[config.mk]
export PLATFORM = sky130hd
export DESIGN_NAME = scan_timer
export DESIGN_NICKNAME = d
export VERILOG_FILES = /design/src/rtl/scan_timer_pkg.sv /design/src/rtl/scan_timer_axis.sv /design/src/rtl/scan_timer_ctrl.sv /design/src/rtl/scan_timer_dp.sv /design/src/rtl/scan_timer.sv
export SDC_FILE = /design/constraint.sdc
export NUM_CORES = 1
export LEC_CHECK = 0
export BUFFER_PORTS_ARGS = -buffer_cell sky130_fd_sc_hd__buf_4
export CORE_UTILIZATION = 55
export DETAILED_ROUTE_END_ITERATION = 8
export HOLD_SLACK_MARGIN = 0.1
export PLACE_DENSITY = 0.86
export SKIP_CTS_REPAIR_TIMING = 1
export SLEW_MARGIN = 20
export SYNTH_ARGS = -nofsm -noshare
export SYNTH_HDL_FRONTEND = slang
export SYNTH_SLANG_ARGS = --single-unit
[constraint.sdc]
create_clock -name clk -period 9 [get_ports clk]
set_clock_uncertainty 0.05 [all_clocks]
set_input_delay 2.7 -clock clk [delete_from_list [all_inputs] [get_ports clk]]
set_output_delay 2.7 -clock clk [all_outputs]
set_load 0.02 [all_outputs]
[src/rtl/scan_timer_pkg.sv]
package scan_timer_pkg;

  // Sequencer index whose write places the horizontal hold
  localparam int SEQ_HOLD_IDX = 7;

  // Strobes from control to datapath
  typedef struct packed {
    logic holdH;   // force horizontal counter to zero
    logic vStep;   // advance vertical counter one line
    logic vClear;  // clear vertical counter (held during sync)
  } seqStrobe_t;

endpackage

[src/rtl/scan_timer_axis.sv]
module scan_timer_axis #(
  parameter int W        = 8,
  parameter bit GATE_OUT = 1'b0
) (
  input  logic         clk,
  input  logic         rstN,
  input  logic         advance,
  input  logic         clear,
  input  logic [W-1:0] total,
  input  logic [W-1:0] dispEnd,
  input  logic [W-1:0] syncStart,
  input  logic [W-1:0] syncEnd,
  output logic [W-1:0] count,
  output logic         de,
  output logic         sync
);

  logic [W-1:0] cntQ;
  logic [W-1:0] lastVal;
  logic         atEnd;

  assign lastVal = total - W'(1);
  assign atEnd   = (cntQ >= lastVal);

  always_ff @(posedge clk or negedge rstN) begin
    if (!rstN) begin
      cntQ <= '0;
    end else if (clear) begin
      cntQ <= '0;
    end else if (advance) begin
      cntQ <= atEnd ? '0 : cntQ + W'(1);
    end
  end

  generate
    if (GATE_OUT) begin : g_gated
      always_comb count = clear ? '0 : cntQ;
    end else begin : g_plain
      always_comb count = cntQ;
    end
  endgenerate

  assign de   = (count < dispEnd);
  assign sync = (count >= syncStart) && (count < syncEnd);

endmodule

[src/rtl/scan_timer_ctrl.sv]
module scan_timer_ctrl
  import scan_timer_pkg::*;
#(
  parameter int IDX_W = 8
) (
  input  logic             clk,
  input  logic             rstN,
  input  logic             regWrEn,
  input  logic [IDX_W-1:0] regIndex,
  input  logic             hDe,
  input  logic             vSync,
  output seqStrobe_t       strobe
);

  localparam logic [IDX_W-1:0] HOLD_IDX = IDX_W'(SEQ_HOLD_IDX);

  logic holdQ;
  logic hDeQ;
  logic wrHold;
  logic wrRelease;

  assign wrHold    = regWrEn && (regIndex == HOLD_IDX);
  assign wrRelease = regWrEn && (regIndex <  HOLD_IDX);

  always_ff @(posedge clk or negedge rstN) begin
    if (!rstN) begin
      holdQ <= 1'b0;
    end else if (wrHold) begin
      holdQ <= 1'b1;
    end else if (wrRelease) begin
      holdQ <= 1'b0;
    end
  end

  always_ff @(posedge clk or negedge rstN) begin
    if (!rstN) begin
      hDeQ <= 1'b0;
    end else begin
      hDeQ <= hDe;
    end
  end

  always_comb begin
    strobe.holdH  = holdQ;
    strobe.vStep  = hDeQ && !hDe;
    strobe.vClear = holdQ && vSync;
  end

endmodule

[src/rtl/scan_timer_dp.sv]
module scan_timer_dp
  import scan_timer_pkg::*;
#(
  parameter int HW = 8,
  parameter int VW = 10
) (
  input  logic          clk,
  input  logic          rstN,
  input  seqStrobe_t    strobe,
  input  logic [HW-1:0] hTotal,
  input  logic [HW-1:0] hDisp,
  input  logic [HW-1:0] hSyncStart,
  input  logic [HW-1:0] hSyncEnd,
  input  logic [VW-1:0] vTotal,
  input  logic [VW-1:0] vDisp,
  input  logic [VW-1:0] vSyncStart,
  input  logic [VW-1:0] vSyncEnd,
  output logic [HW-1:0] hCount,
  output logic [VW-1:0] vCount,
  output logic          hDe,
  output logic          vDe,
  output logic          hSync,
  output logic          vSync
);

  scan_timer_axis #(.W(HW), .GATE_OUT(1'b1)) u_hAxis (
    .clk       (clk),
    .rstN      (rstN),
    .advance   (1'b1),
    .clear     (strobe.holdH),
    .total     (hTotal),
    .dispEnd   (hDisp),
    .syncStart (hSyncStart),
    .syncEnd   (hSyncEnd),
    .count     (hCount),
    .de        (hDe),
    .sync      (hSync)
  );

  scan_timer_axis #(.W(VW), .GATE_OUT(1'b0)) u_vAxis (
    .clk       (clk),
    .rstN      (rstN),
    .advance   (strobe.vStep),
    .clear     (strobe.vClear),
    .total     (vTotal),
    .dispEnd   (vDisp),
    .syncStart (vSyncStart),
    .syncEnd   (vSyncEnd),
    .count     (vCount),
    .de        (vDe),
    .sync      (vSync)
  );

endmodule

[src/rtl/scan_timer.sv]
module scan_timer
  import scan_timer_pkg::*;
#(
  parameter int HW    = 8,
  parameter int VW    = 10,
  parameter int IDX_W = 8
) (
  input  logic             clk,
  input  logic             rstN,
  input  logic             regWrEn,
  input  logic [IDX_W-1:0] regIndex,
  input  logic [HW-1:0]    hTotal,
  input  logic [HW-1:0]    hDisp,
  input  logic [HW-1:0]    hSyncStart,
  input  logic [HW-1:0]    hSyncEnd,
  input  logic [VW-1:0]    vTotal,
  input  logic [VW-1:0]    vDisp,
  input  logic [VW-1:0]    vSyncStart,
  input  logic [VW-1:0]    vSyncEnd,
  output logic [HW-1:0]    hCount,
  output logic [VW-1:0]    vCount,
  output logic             hDe,
  output logic             vDe,
  output logic             hSync,
  output logic             vSync
);

  seqStrobe_t strobe;

  scan_timer_ctrl #(.IDX_W(IDX_W)) u_ctrl (
    .clk      (clk),
    .rstN     (rstN),
    .regWrEn  (regWrEn),
    .regIndex (regIndex),
    .hDe      (hDe),
    .vSync    (vSync),
    .strobe   (strobe)
  );

  scan_timer_dp #(.HW(HW), .VW(VW)) u_dp (
    .clk        (clk),
    .rstN       (rstN),
    .strobe     (strobe),
    .hTotal     (hTotal),
    .hDisp      (hDisp),
    .hSyncStart (hSyncStart),
    .hSyncEnd   (hSyncEnd),
    .vTotal     (vTotal),
    .vDisp      (vDisp),
    .vSyncStart (vSyncStart),
    .vSyncEnd   (vSyncEnd),
    .hCount     (hCount),
    .vCount     (vCount),
    .hDe        (hDe),
    .vDe        (vDe),
    .hSync      (hSync),
    .vSync      (vSync)
  );

endmodule

==> impl_metrics.xml, run 1 <==
<?xml version="1.0" encoding="UTF-8"?>
<metrics>
  <group name="outcome">
    <metric name="status" unit="">finished clean</metric>
  </group>
  <group name="power">
    <metric name="pwr_density_cell" unit="nW/um^2">157</metric>
    <metric name="share_clk_of_total_power" unit="">0.116</metric>
    <metric name="seq_power_share" unit="">0.274</metric>
    <metric name="power_switching" unit="uW">275</metric>
    <metric name="p_sw_frac" unit="">0.456</metric>
    <metric name="p_leak" unit="uW">0.00208</metric>
    <metric name="vdd_drop_max" unit="uV">81.4</metric>
    <metric name="finalPower" unit="uW">603</metric>
    <metric name="comb_power_share" unit="">0.610</metric>
    <metric name="p_int" unit="uW">328</metric>
  </group>
  <group name="floorplan">
    <metric name="ioPinCount" unit="">105</metric>
    <metric name="die-height" unit="um">74.9</metric>
    <metric name="start_util" unit="">0.573</metric>
    <metric name="num_rows" unit="">26</metric>
    <metric name="core_area" unit="um^2">5110</metric>
    <metric name="die_span_in_x" unit="um">74.9</metric>
    <metric name="design.die.area" unit="um^2">5620</metric>
  </group>
  <group name="placement">
    <metric name="placedInstanceArea" unit="um^2">3780</metric>
    <metric name="port-buffer-count" unit="">104</metric>
    <metric name="gpl.final_weighted_congestion" unit="">0.782</metric>
    <metric name="hpwlAfterDp" unit="um">5970</metric>
  </group>
  <group name="synthesis">
    <metric name="synth.top_cells.by_area" unit="">ha_1 (31%), dfrtp_1 (17%), inv_1 (7.7%), a21oi_1 (4.4%), xor2_1 (3.3%)</metric>
    <metric name="yosysWarningCount" unit="">0</metric>
    <metric name="synthesis.instances" unit="">363</metric>
    <metric name="synth.largest_area_cell" unit="">ha_1</metric>
    <metric name="syn-num-nets" unit="">518</metric>
    <metric name="syn_area_per_cell" unit="um^2">8.06</metric>
    <metric name="synth_enable_flop_cells" unit="">0</metric>
    <metric name="synth-seq-area-share" unit="">0.171</metric>
    <metric name="netlist_area" unit="um^2">2930</metric>
    <metric name="yosysUniqueCellTypes" unit="">47</metric>
    <metric name="synth.ff_latch_count" unit="">20</metric>
    <metric name="ys.flop_type" unit="">dfrtp_1</metric>
    <metric name="yosysTopAreaCellShare" unit="">0.308</metric>
    <metric name="synthArstFlopShare" unit="">1.00</metric>
  </group>
  <group name="cells_and_area">
    <metric name="final_cell_mix" unit="">buf_4 (104), ha_1 (72), inv_1 (60)</metric>
    <metric name="finalCoreUtilization" unit="">0.752</metric>
    <metric name="insertedDiodeCount" unit="">0</metric>
    <metric name="layout.cell_area.non_filler" unit="um^2">3840</metric>
    <metric name="nNetsFinal" unit="">623</metric>
    <metric name="drive_above_1_share" unit="">0.246</metric>
    <metric name="final_common_cell" unit="">buf_4</metric>
    <metric name="syn_to_final_growth" unit="%">31.2</metric>
  </group>
  <group name="timing">
    <metric name="totalNegativeSetupSlack" unit="ps">0</metric>
    <metric name="unrepaired_setup_endpoints_after_global_routing" unit="">no</metric>
    <metric name="worst_slew_pin_slew" unit="ps">991</metric>
    <metric name="max-slew-margin-rel" unit="">0.337</metric>
    <metric name="hold_viol_final" unit="">0</metric>
    <metric name="final.period_utilization" unit="">0.789</metric>
    <metric name="finalSetupViolCount" unit="">0</metric>
    <metric name="finalMaxSlewViolations" unit="">0</metric>
    <metric name="fmax" unit="MHz">141</metric>
    <metric name="post-route-min-period" unit="ps">7100</metric>
  </group>
  <group name="clocking">
    <metric name="tritoncts" unit="">built</metric>
    <metric name="cts.path.max_buffers" unit="">2</metric>
    <metric name="deepest_level_of_the_cts_h_tree" unit="">1</metric>
    <metric name="worstSkewPairLatency" unit="ps">260</metric>
    <metric name="root_buffer" unit="">clkbuf_8</metric>
    <metric name="cts_made_buffers" unit="">3</metric>
    <metric name="worst_setup_hold_path_clk_slew" unit="ps">80</metric>
    <metric name="clock-sinks" unit="">20</metric>
  </group>
  <group name="drt">
    <metric name="remaining_drc_errors" unit="">0</metric>
    <metric name="highest-signal-layer" unit="">met4</metric>
    <metric name="met3_length" unit="um">245</metric>
    <metric name="mean_routed_wirelength_per_cell" unit="um">13.5</metric>
    <metric name="wirelength" unit="um">7260</metric>
    <metric name="dr.first_iter.drc_count" unit="">82</metric>
    <metric name="drtAntennaViolNets" unit="">0</metric>
    <metric name="routedLengthMet1" unit="um">3200</metric>
    <metric name="viasPerCell" unit="">5.52</metric>
    <metric name="via_count" unit="">2964</metric>
    <metric name="wl_met2" unit="um">3750</metric>
    <metric name="drt_first_pass_iters" unit="">4</metric>
  </group>
  <group name="setup_path">
    <metric name="worst_setup_path_end_kind" unit="">output port</metric>
    <metric name="cp_data_required_time" unit="ps">6250</metric>
    <metric name="path_class" unit="">primary input to output port</metric>
    <metric name="arrival" unit="ps">4350</metric>
    <metric name="reg2reg_launch_point" unit="">u_ctrl.holdQ$_DFFE_PN0P_</metric>
    <metric name="critical_path.startpoint_type" unit="">primary input</metric>
    <metric name="critical_path.startpoint" unit="">vDisp[1]</metric>
    <metric name="crit_path_max_fanout" unit="">1</metric>
  </group>
  <group name="job">
    <metric name="drv_cap" unit="">0</metric>
  </group>
  <group name="global_routing">
    <metric name="grt_start_max_net_pins" unit="">21</metric>
    <metric name="vias_in_the_first_global_route" unit="">2721</metric>
    <metric name="globalRouteOverflowTotal" unit="">0</metric>
    <metric name="globalRouteTotalUtil" unit="">0.265</metric>
    <metric name="number_of_antenna_violations_at_the_first_check_in_global_routing" unit="">0</metric>
    <metric name="global_route_wire_length_before_repair" unit="um">11600</metric>
  </group>
  <group name="hold_path">
    <metric name="hold_start" unit="">u_dp.u_hAxis.cntQ[7]$_DFF_PN0_</metric>
    <metric name="worst_hold_path_type" unit="">register to register</metric>
  </group>
</metrics>
## worst paths after layout
| path | endpoint | slack, ps | cells after the start |
|---|---|---|---|
| max reg2reg | u_dp.u_vAxis.count[6]$_DFFE_PN0P_ | 6350 | 8 |
| max | vDe | 1900 | 9 |
| max in group asynchronous | u_dp.u_vAxis.count[5]$_DFFE_PN0P_ | 6440 | 1 |
| min reg2reg | u_dp.u_hAxis.cntQ[7]$_DFF_PN0_ | 540 | 2 |
| min | u_dp.u_hAxis.cntQ[7]$_DFF_PN0_ | 540 | 2 |
| min in group asynchronous | u_dp.u_hAxis.cntQ[3]$_DFF_PN0_ | 2250 | 1 |
## registers in the layout, summed over array words and instances, names as in the netlist
signal,cells
u_dp.u_vAxis.count,10
u_dp.u_hAxis.cntQ,8
u_ctrl.hDeQ,1
u_ctrl.holdQ,1
## final cells by class
cell class	instances	area (um^2)
fill	400	1270
timing repair buffer	104	781
tap	70	87.6
multi-input combinational	278	2190
inverter	61	229
sequential	20	500
clock buffer	4	55.1
## cells by family after synthesis
logic type      synth area share
buf+inv                   0.0834
fa+ha+maj                  0.308
compound gates             0.177
simple gates               0.201
xor+xnor                  0.0599
flops                      0.171
## synthesized netlist by cell type, types with 6 or more instances
master   instances
nor2_1          14
xnor2_1          9
nand3_1         15
or4_1            6
a31oi_1          8
o21ai_1          8
xor2_1          11
nand2_1         25
ha_1            72
inv_1           60
dfrtp_1         20
a21o_1           7
nor3_1           6
a21oi_1         26
nand4_1          7
nor2b_1         11
## metal layers
| layer | global-route usage | vias to the layer above |
|---|---|---|
| li1 | - | 1510 |
| met1 | 0.329 | 1371 |
| met2 | 0.509 | 76 |
| met3 | 0.0174 | 7 |
| met4 | 0.0440 | 0 |
| met5 | 0 | - |
## critical path, cell delays in order
cell and delay, ps:
buf_4 80, inv_1 30, ha_1 270, a21boi_1 130, o311a_1 290, a2111oi_0 380
o21ai_1 130, a31oi_1 180, buf_4 160
## power groups by stage
stage	Sequential, uW	Clock [uW]	Combinational [uW]
6_report	165	70.0	367
2_1_floorplan	158	0	237
3_3_place_gp	164	0	347
4_1_cts	164	68.8	370
5_1_grt	171	73.4	419
3_5_place_dp	166	0	367
## through the flow
step           instances  hold slack (ps)  worst slack [ps]
2_1_floorplan        363              453              2010
3_3_place_gp         533              517              1910
3_5_place_dp         533              522              1910
4_1_cts              537              540              1900
5_1_grt              537              580              1750
6_report             537              536              1900
No activity file was read; power rests on OpenSTA's default activity.
==> run 2, diff against run 1 <==
Settings changed: ABC_AREA set to 1, CORE_UTILIZATION 55 to 52, PLACE_DENSITY 0.86 to 0.81.
Clock period 9 ns to 7.1 ns, I/O delays scaled along.
==> run 2 against run 1 <==
Compared with the run above:
- power is 28% lower
- sequential share of layout area is 0.79 points lower
- via count is 11% higher
- synthesized cell count is 30% higher
- area after synthesis is 8.4% higher
- cell count is 21% higher
- highest routed layer unchanged
- critical path depth is 2 higher
- utilization is 5.8 points lower
- flip-flop and latch count stayed put
- global-route usage is 1.8 points lower
- register-to-register slack worse by 1500 ps
- final area is 6.4% higher
==> impl_metrics.xml, run 2 <==
<?xml version="1.0" encoding="UTF-8"?>
<metrics>
  <group name="outcome">
    <metric name="status" unit="">finished clean</metric>
  </group>
  <group name="synthesis">
    <metric name="yosysWarningCount" unit="">0</metric>
    <metric name="yosysUniqueCellTypes" unit="">33</metric>
    <metric name="ys.flop_type" unit="">dfrtp_1</metric>
    <metric name="netlist_area" unit="um^2">3170</metric>
    <metric name="synth.cells.most_frequent" unit="">inv_1 (99), nand2_1 (89), ha_1 (72)</metric>
    <metric name="syn-num-nets" unit="">626</metric>
    <metric name="synthesis.instances" unit="">471</metric>
    <metric name="synth.largest_area_cell" unit="">ha_1</metric>
    <metric name="synth-seq-area-share" unit="">0.158</metric>
    <metric name="synth_enable_flop_cells" unit="">0</metric>
    <metric name="synthArstFlopShare" unit="">1.00</metric>
    <metric name="yosysTopAreaCellShare" unit="">0.284</metric>
    <metric name="post-synth-top-count-cell" unit="">inv_1</metric>
    <metric name="syn_area_per_cell" unit="um^2">6.73</metric>
    <metric name="synth.top_cells.by_area" unit="">ha_1 (28%), dfrtp_1 (16%), inv_1 (12%), nand2_1 (11%), nor2_1 (6.4%)</metric>
    <metric name="synth.ff_latch_count" unit="">20</metric>
  </group>
  <group name="setup_path">
    <metric name="crit_cells" unit="">11</metric>
    <metric name="critical_path.startpoint" unit="">vSyncStart[5]</metric>
    <metric name="reg2reg_launch_point" unit="">u_ctrl.holdQ$_DFFE_PN0P_</metric>
    <metric name="reg2reg_depth" unit="">8</metric>
    <metric name="cpPeakStageDelay" unit="ps">300</metric>
    <metric name="crit_path_end" unit="">vSync</metric>
    <metric name="arrival" unit="ps">3360</metric>
    <metric name="critical_path.startpoint_type" unit="">primary input</metric>
    <metric name="crit_chain" unit="">buf_4 -&gt; inv_1 -&gt; ha_1 -&gt; nand2_1 -&gt; inv_1 -&gt; nand2_1 -&gt; nand2_1 -&gt; nand2_1 -&gt; nand4_1 -&gt; and2_1 -&gt; buf_4</metric>
    <metric name="cp_data_required_time" unit="ps">4920</metric>
    <metric name="worst-r2r-setup-slack" unit="ps">4850</metric>
    <metric name="crit_path_max_fanout" unit="">3</metric>
    <metric name="path_class" unit="">primary input to output port</metric>
    <metric name="cp_slowest_cell" unit="">ha_1</metric>
    <metric name="critical_path.n_buffers_inverters" unit="">4</metric>
    <metric name="path_delay_family" unit="">simple AND/OR/NAND/NOR gates</metric>
    <metric name="worst_setup_path_end_kind" unit="">output port</metric>
    <metric name="worst_path_most_repeated_cell" unit="">nand2_1</metric>
    <metric name="worst_r2r_endpoint" unit="">u_dp.u_vAxis.count[2]$_DFFE_PN0P_</metric>
  </group>
  <group name="floorplan">
    <metric name="die-height" unit="um">80.1</metric>
    <metric name="die_span_in_x" unit="um">80.1</metric>
    <metric name="ioPinCount" unit="">105</metric>
    <metric name="core_area" unit="um^2">5890</metric>
    <metric name="design.die.area" unit="um^2">6420</metric>
    <metric name="start_util" unit="">0.539</metric>
    <metric name="num_rows" unit="">28</metric>
  </group>
  <group name="cells_and_area">
    <metric name="finalCoreUtilization" unit="">0.694</metric>
    <metric name="multi_input_comb_area" unit="um^2">2280</metric>
    <metric name="n_fill_cell" unit="">505</metric>
    <metric name="drive_above_1_share" unit="">0.206</metric>
    <metric name="nNetsFinal" unit="">733</metric>
    <metric name="final_common_cell" unit="">buf_4</metric>
    <metric name="area.sequential" unit="um^2">500</metric>
    <metric name="largest_register_ffs" unit="">10</metric>
    <metric name="insertedDiodeCount" unit="">0</metric>
    <metric name="final_cell_mix" unit="">buf_4 (104), inv_1 (99), nand2_1 (89)</metric>
    <metric name="syn_to_final_growth" unit="%">28.8</metric>
  </group>
  <group name="clocking">
    <metric name="cts.path.max_buffers" unit="">2</metric>
    <metric name="worstSkewPairLatency" unit="ps">260</metric>
    <metric name="cts_made_buffers" unit="">3</metric>
    <metric name="tritoncts" unit="">built</metric>
    <metric name="root_buffer" unit="">clkbuf_8</metric>
    <metric name="worst_setup_hold_path_clk_slew" unit="ps">70</metric>
    <metric name="clock-sinks" unit="">20</metric>
    <metric name="deepest_level_of_the_cts_h_tree" unit="">1</metric>
  </group>
  <group name="timing">
    <metric name="post-route-min-period" unit="ps">5540</metric>
    <metric name="finalMaxSlewViolations" unit="">0</metric>
    <metric name="hold_viol_final" unit="">0</metric>
    <metric name="fmax" unit="MHz">181</metric>
    <metric name="finalSetupViolCount" unit="">0</metric>
    <metric name="unrepaired_setup_endpoints_after_global_routing" unit="">no</metric>
    <metric name="worst_slew_pin_slew" unit="ps">478</metric>
    <metric name="max-slew-margin-rel" unit="">0.681</metric>
    <metric name="final.period_utilization" unit="">0.780</metric>
    <metric name="totalNegativeSetupSlack" unit="ps">0</metric>
  </group>
  <group name="drt">
    <metric name="viasPerCell" unit="">5.03</metric>
    <metric name="mean_routed_wirelength_per_cell" unit="um">11.5</metric>
    <metric name="drtAntennaViolNets" unit="">0</metric>
    <metric name="remaining_drc_errors" unit="">0</metric>
    <metric name="wirelength" unit="um">7500</metric>
    <metric name="via_count" unit="">3282</metric>
    <metric name="drt_first_pass_iters" unit="">4</metric>
    <metric name="dr.first_iter.drc_count" unit="">149</metric>
  </group>
  <group name="hold_path">
    <metric name="hold_start" unit="">u_dp.u_hAxis.cntQ[0]$_DFF_PN0_</metric>
    <metric name="worst_hold_path_type" unit="">register to register</metric>
  </group>
  <group name="placement">
    <metric name="port-buffer-count" unit="">104</metric>
    <metric name="gpl.final_weighted_congestion" unit="">0.808</metric>
    <metric name="hpwlAfterDp" unit="um">6360</metric>
  </group>
  <group name="global_routing">
    <metric name="global_route.usage.met2" unit="">0.450</metric>
    <metric name="fraction_of_met3_tracks_used_by_global_routing" unit="">0.0273</metric>
    <metric name="globalRouteTotalUtil" unit="">0.247</metric>
    <metric name="number_of_antenna_violations_at_the_first_check_in_global_routing" unit="">0</metric>
    <metric name="grt_util_met1" unit="">0.304</metric>
    <metric name="global_route_wire_length_before_repair" unit="um">12700</metric>
    <metric name="globalRouteOverflowTotal" unit="">0</metric>
    <metric name="vias_in_the_first_global_route" unit="">3092</metric>
    <metric name="grt_most_used_layer" unit="">met2</metric>
    <metric name="grt_start_max_net_pins" unit="">21</metric>
  </group>
  <group name="power">
    <metric name="share_clk_of_total_power" unit="">0.206</metric>
    <metric name="power_switching" unit="uW">165</metric>
    <metric name="vdd_drop_max" unit="uV">84.3</metric>
    <metric name="comb_power_share" unit="">0.451</metric>
    <metric name="seq_power_share" unit="">0.343</metric>
    <metric name="p_int" unit="uW">267</metric>
    <metric name="pwr_density_cell" unit="nW/um^2">106</metric>
    <metric name="p_leak" unit="uW">0.00250</metric>
    <metric name="p_sw_frac" unit="">0.381</metric>
  </group>
  <group name="job">
    <metric name="drv_cap" unit="">0</metric>
  </group>
</metrics>
==> run 2: changes by cell type after synthesis, sizes merged, moves of 4 or more <==
cell	change
a31oi	-8
nand2b	-4
nor2b	-11
o211ai	-4
nand3	+16
or4	-6
inv	+40
nand2	+68
nor3	+4
nor2	+42
a21o	-4
==> run 2: per-layer routing <==
layer,wire [um],part of all wire,up-vias
met2,3690,0.49,89
met1,3330,0.44,1460
met4,93,0.012,0
met5,0,0,-
met3,381,0.051,10
li1,-,-,1723
==> run 2: per-stage QoR <==
stage	setup WS [ps]	total power (uW)	cell area (um^2)	hold slack, ps	instances
finish	1560	432	4090	518	652
global placement	1600	337	4030	505	648
floorplan	1690	263	3170	473	471
global route	1440	474	4090	538	652
detailed placement	1560	346	4030	510	648
CTS	1550	434	4090	521	652
==> run 2: area by class of cell <==
cell class	count	share of cell area
clock buffer	4	0.0135
multi-input combinational	348	0.557
timing repair buffer	104	0.191
tap	75	0.0230
sequential	20	0.122
inverter	101	0.0928
==> run 2: worst min path at each step <==
stage	cells after the start	to
floorplan	1	u_dp.u_hAxis.cntQ[0]$_DFF_PN0_
global placement	1	u_dp.u_hAxis.cntQ[0]$_DFF_PN0_
detailed placement	1	u_dp.u_hAxis.cntQ[0]$_DFF_PN0_
CTS	1	u_dp.u_hAxis.cntQ[0]$_DFF_PN0_
global route	1	u_dp.u_hAxis.cntQ[0]$_DFF_PN0_
finish	1	u_dp.u_hAxis.cntQ[0]$_DFF_PN0_
==> run 2: logic make-up (layout without fill, tap and decap cells) <==
logic type / count (synthesis) / count (layout) / synth area share
AOI/OAI and AO/OA: 51 / 51 / 0.0951
xor gates and xnor gates: 19 / 19 / 0.0525
adders and majority gates: 72 / 72 / 0.284
buffers and inverters: 103 / 209 / 0.124
DFF: 20 / 20 / 0.158
muxes: 1 / 1 / 0.00316
and+or+nand+nor: 205 / 205 / 0.283
==> run 2: power by group through the flow <==
stage               registers [uW]  logic, uW  clock network [uW]
floorplan                      145        118                   0
global placement               149        188                   0
detailed placement             151        196                   0
CTS                            148        197                88.3
global route                   150        227                95.9
finish                         148        195                89.2
==> run 3, diff against run 2 <==
Settings changed: CORE_UTILIZATION 52 to 47, PLACE_DENSITY 0.81 to 0.77.
Clock period 7.1 ns to 5 ns, I/O delays scaled along.
==> run 3 against run 2 <==
Compared with the run above:
- the flow now finishes with violations (design-rule violations)
- critical path depth decreased by 3
- sequential power up 43%
- largest cell class unchanged
- global-route usage is 3.0 points lower
- utilization down 5.8 points
==> impl_metrics.xml, run 3 (synthesis gave the netlist of run 2 again) <==
<?xml version="1.0" encoding="UTF-8"?>
<metrics>
  <group name="clocking">
    <metric name="root_buffer" unit="">clkbuf_8</metric>
    <metric name="clock-sinks" unit="">20</metric>
    <metric name="deepest_level_of_the_cts_h_tree" unit="">1</metric>
    <metric name="worstSkewPairLatency" unit="ps">250</metric>
    <metric name="worst_setup_hold_path_clk_slew" unit="ps">70</metric>
    <metric name="tritoncts" unit="">built</metric>
    <metric name="cts_made_buffers" unit="">3</metric>
    <metric name="cts.path.max_buffers" unit="">2</metric>
  </group>
  <group name="cells_and_area">
    <metric name="final_common_cell" unit="">buf_4</metric>
    <metric name="nNetsFinal" unit="">733</metric>
    <metric name="final_cell_mix" unit="">buf_4 (104), inv_1 (99), nand2_1 (89)</metric>
    <metric name="drive_above_1_share" unit="">0.206</metric>
    <metric name="instances_no_fill" unit="">654</metric>
    <metric name="insertedDiodeCount" unit="">0</metric>
    <metric name="layout.cell_area.non_filler" unit="um^2">4090</metric>
    <metric name="n_fill_cell" unit="">575</metric>
    <metric name="largest_register_ffs" unit="">10</metric>
    <metric name="syn_to_final_growth" unit="%">28.9</metric>
    <metric name="finalCoreUtilization" unit="">0.637</metric>
  </group>
  <group name="global_routing">
    <metric name="number_of_antenna_violations_at_the_first_check_in_global_routing" unit="">0</metric>
    <metric name="globalRouteTotalUtil" unit="">0.217</metric>
    <metric name="globalRouteOverflowTotal" unit="">0</metric>
    <metric name="grt_start_max_net_pins" unit="">21</metric>
    <metric name="global_route_wire_length_before_repair" unit="um">12800</metric>
    <metric name="vias_in_the_first_global_route" unit="">2983</metric>
  </group>
  <group name="timing">
    <metric name="timing.hold.ws" unit="ps">551</metric>
    <metric name="fmax" unit="MHz">235</metric>
    <metric name="max-slew-margin-rel" unit="">0.701</metric>
    <metric name="worst_slew_pin_slew" unit="ps">448</metric>
    <metric name="hold_viol_final" unit="">0</metric>
    <metric name="finalMaxSlewViolations" unit="">0</metric>
    <metric name="unrepaired_setup_endpoints_after_global_routing" unit="">no</metric>
    <metric name="final.period_utilization" unit="">0.851</metric>
    <metric name="finalSetupViolCount" unit="">0</metric>
    <metric name="totalNegativeSetupSlack" unit="ps">0</metric>
    <metric name="post-route-min-period" unit="ps">4260</metric>
  </group>
  <group name="setup_path">
    <metric name="critical_path.n_buffers_inverters" unit="">3</metric>
    <metric name="critical_path.startpoint_type" unit="">primary input</metric>
    <metric name="path_class" unit="">primary input to output port</metric>
    <metric name="crit_chain" unit="">buf_4 -&gt; inv_1 -&gt; ha_1 -&gt; a21o_1 -&gt; nor2_1 -&gt; nand4_1 -&gt; and2_1 -&gt; buf_4</metric>
    <metric name="cp_data_required_time" unit="ps">3450</metric>
    <metric name="cpPeakStageDelay" unit="ps">290</metric>
    <metric name="path_delay_family" unit="">simple AND/OR/NAND/NOR gates</metric>
    <metric name="crit_path_max_fanout" unit="">2</metric>
    <metric name="worst_path_most_repeated_cell" unit="">buf_4</metric>
    <metric name="arrival" unit="ps">2710</metric>
    <metric name="cp_slowest_cell" unit="">ha_1</metric>
    <metric name="worst_setup_path_end_kind" unit="">output port</metric>
  </group>
  <group name="drt">
    <metric name="via_count" unit="">3237</metric>
    <metric name="viasPerCell" unit="">4.95</metric>
    <metric name="drtAntennaViolNets" unit="">0</metric>
    <metric name="remaining_drc_errors" unit="">14</metric>
    <metric name="mean_routed_wirelength_per_cell" unit="um">11.2</metric>
    <metric name="wirelength" unit="um">7320</metric>
    <metric name="dr.first_iter.drc_count" unit="">117</metric>
    <metric name="drt_first_pass_iters" unit="">6</metric>
  </group>
  <group name="power">
    <metric name="pwr_density_cell" unit="nW/um^2">149</metric>
    <metric name="seq_power_share" unit="">0.348</metric>
    <metric name="share_clk_of_total_power" unit="">0.200</metric>
    <metric name="power_switching" unit="uW">229</metric>
    <metric name="p_sw_frac" unit="">0.376</metric>
    <metric name="vdd_drop_max" unit="uV">103</metric>
    <metric name="p_int" unit="uW">379</metric>
    <metric name="p_leak" unit="uW">0.00250</metric>
    <metric name="comb_power_share" unit="">0.452</metric>
  </group>
  <group name="placement">
    <metric name="gpl.final_weighted_congestion" unit="">0.821</metric>
    <metric name="hpwlAfterDp" unit="um">6130</metric>
    <metric name="dpl.cell_count" unit="">650</metric>
    <metric name="placedInstanceArea" unit="um^2">4030</metric>
    <metric name="port-buffer-count" unit="">104</metric>
  </group>
  <group name="floorplan">
    <metric name="ioPinCount" unit="">105</metric>
    <metric name="num_rows" unit="">29</metric>
    <metric name="die-height" unit="um">84.2</metric>
    <metric name="core_area" unit="um^2">6420</metric>
    <metric name="start_util" unit="">0.494</metric>
    <metric name="die_span_in_x" unit="um">84.2</metric>
    <metric name="design.die.area" unit="um^2">7080</metric>
  </group>
  <group name="outcome">
    <metric name="violated_checks" unit="">design-rule violations</metric>
    <metric name="status" unit="">finished, violations left</metric>
  </group>
  <group name="hold_path">
    <metric name="worst_hold_path_type" unit="">register to register</metric>
  </group>
  <group name="job">
    <metric name="drv_cap" unit="">0</metric>
  </group>
</metrics>
[run 3: cell counts in the layout (fill, tap and decap cells not counted)]
Identical to the previous run, type by type.
[run 3: cell type report]
type,count,area (um^2),share of cell area
well taps,77,96.3,0.0236
repair buffers,104,781,0.191
clock buffers,4,55.1,0.0135
inverters,101,379,0.0927
flip-flops and latches,20,500,0.122
multi-input cells,348,2280,0.557
[run 3: path summary, 6_finish.rpt]
kind,cells after the start,endpoint,start,slack (ps)
worst max-delay path,8,vSync,vSyncStart[9],740
worst min-delay path,1,u_dp.u_hAxis.cntQ[0]$_DFF_PN0_,u_dp.u_hAxis.cntQ[0]$_DFF_PN0_,550
worst max register to register,8,u_dp.u_vAxis.count[5]$_DFFE_PN0P_,u_ctrl.holdQ$_DFFE_PN0P_,2810
worst min register to register,1,u_dp.u_hAxis.cntQ[0]$_DFF_PN0_,u_dp.u_hAxis.cntQ[0]$_DFF_PN0_,550
max in group asynchronous,1,u_dp.u_vAxis.count[5]$_DFFE_PN0P_,rstN,3630
min in group asynchronous,1,u_dp.u_hAxis.cntQ[7]$_DFF_PN0_,rstN,1060
[run 3: per-stage QoR]
stage	power, uW	worst slack, ps
6_report	608	743
5_1_grt	667	647
4_1_cts	614	741
3_5_place_dp	490	746
3_3_place_gp	482	760
2_1_floorplan	373	846
[run 3: worst reg2reg max path: cells and delay by family, from the launching register on]
family,cells,cell delay [ps]
AO/OA/AOI/OAI,2,360
AND/OR/NAND/NOR,5,850
flip-flops,1,540
adder cells (fa/ha/maj),1,330
[run 3: power by group through the flow]
| stage | clock, uW | sequential, uW | combinational [uW] |
|---|---|---|---|
| 3_5_place_dp | 0 | 214 | 276 |
| 2_1_floorplan | 0 | 206 | 167 |
| 4_1_cts | 125 | 211 | 278 |
| 6_report | 122 | 212 | 275 |
| 5_1_grt | 131 | 215 | 321 |
| 3_3_place_gp | 0 | 214 | 268 |
[run 3: metal layers]
layer,global-route usage,vias to the layer above,share of wire
met1,0.289,1426,0.45
li1,-,1724,-
met3,0.0226,6,0.056
met4,0.0329,0,0.0079
met2,0.386,81,0.49
met5,0,-,0
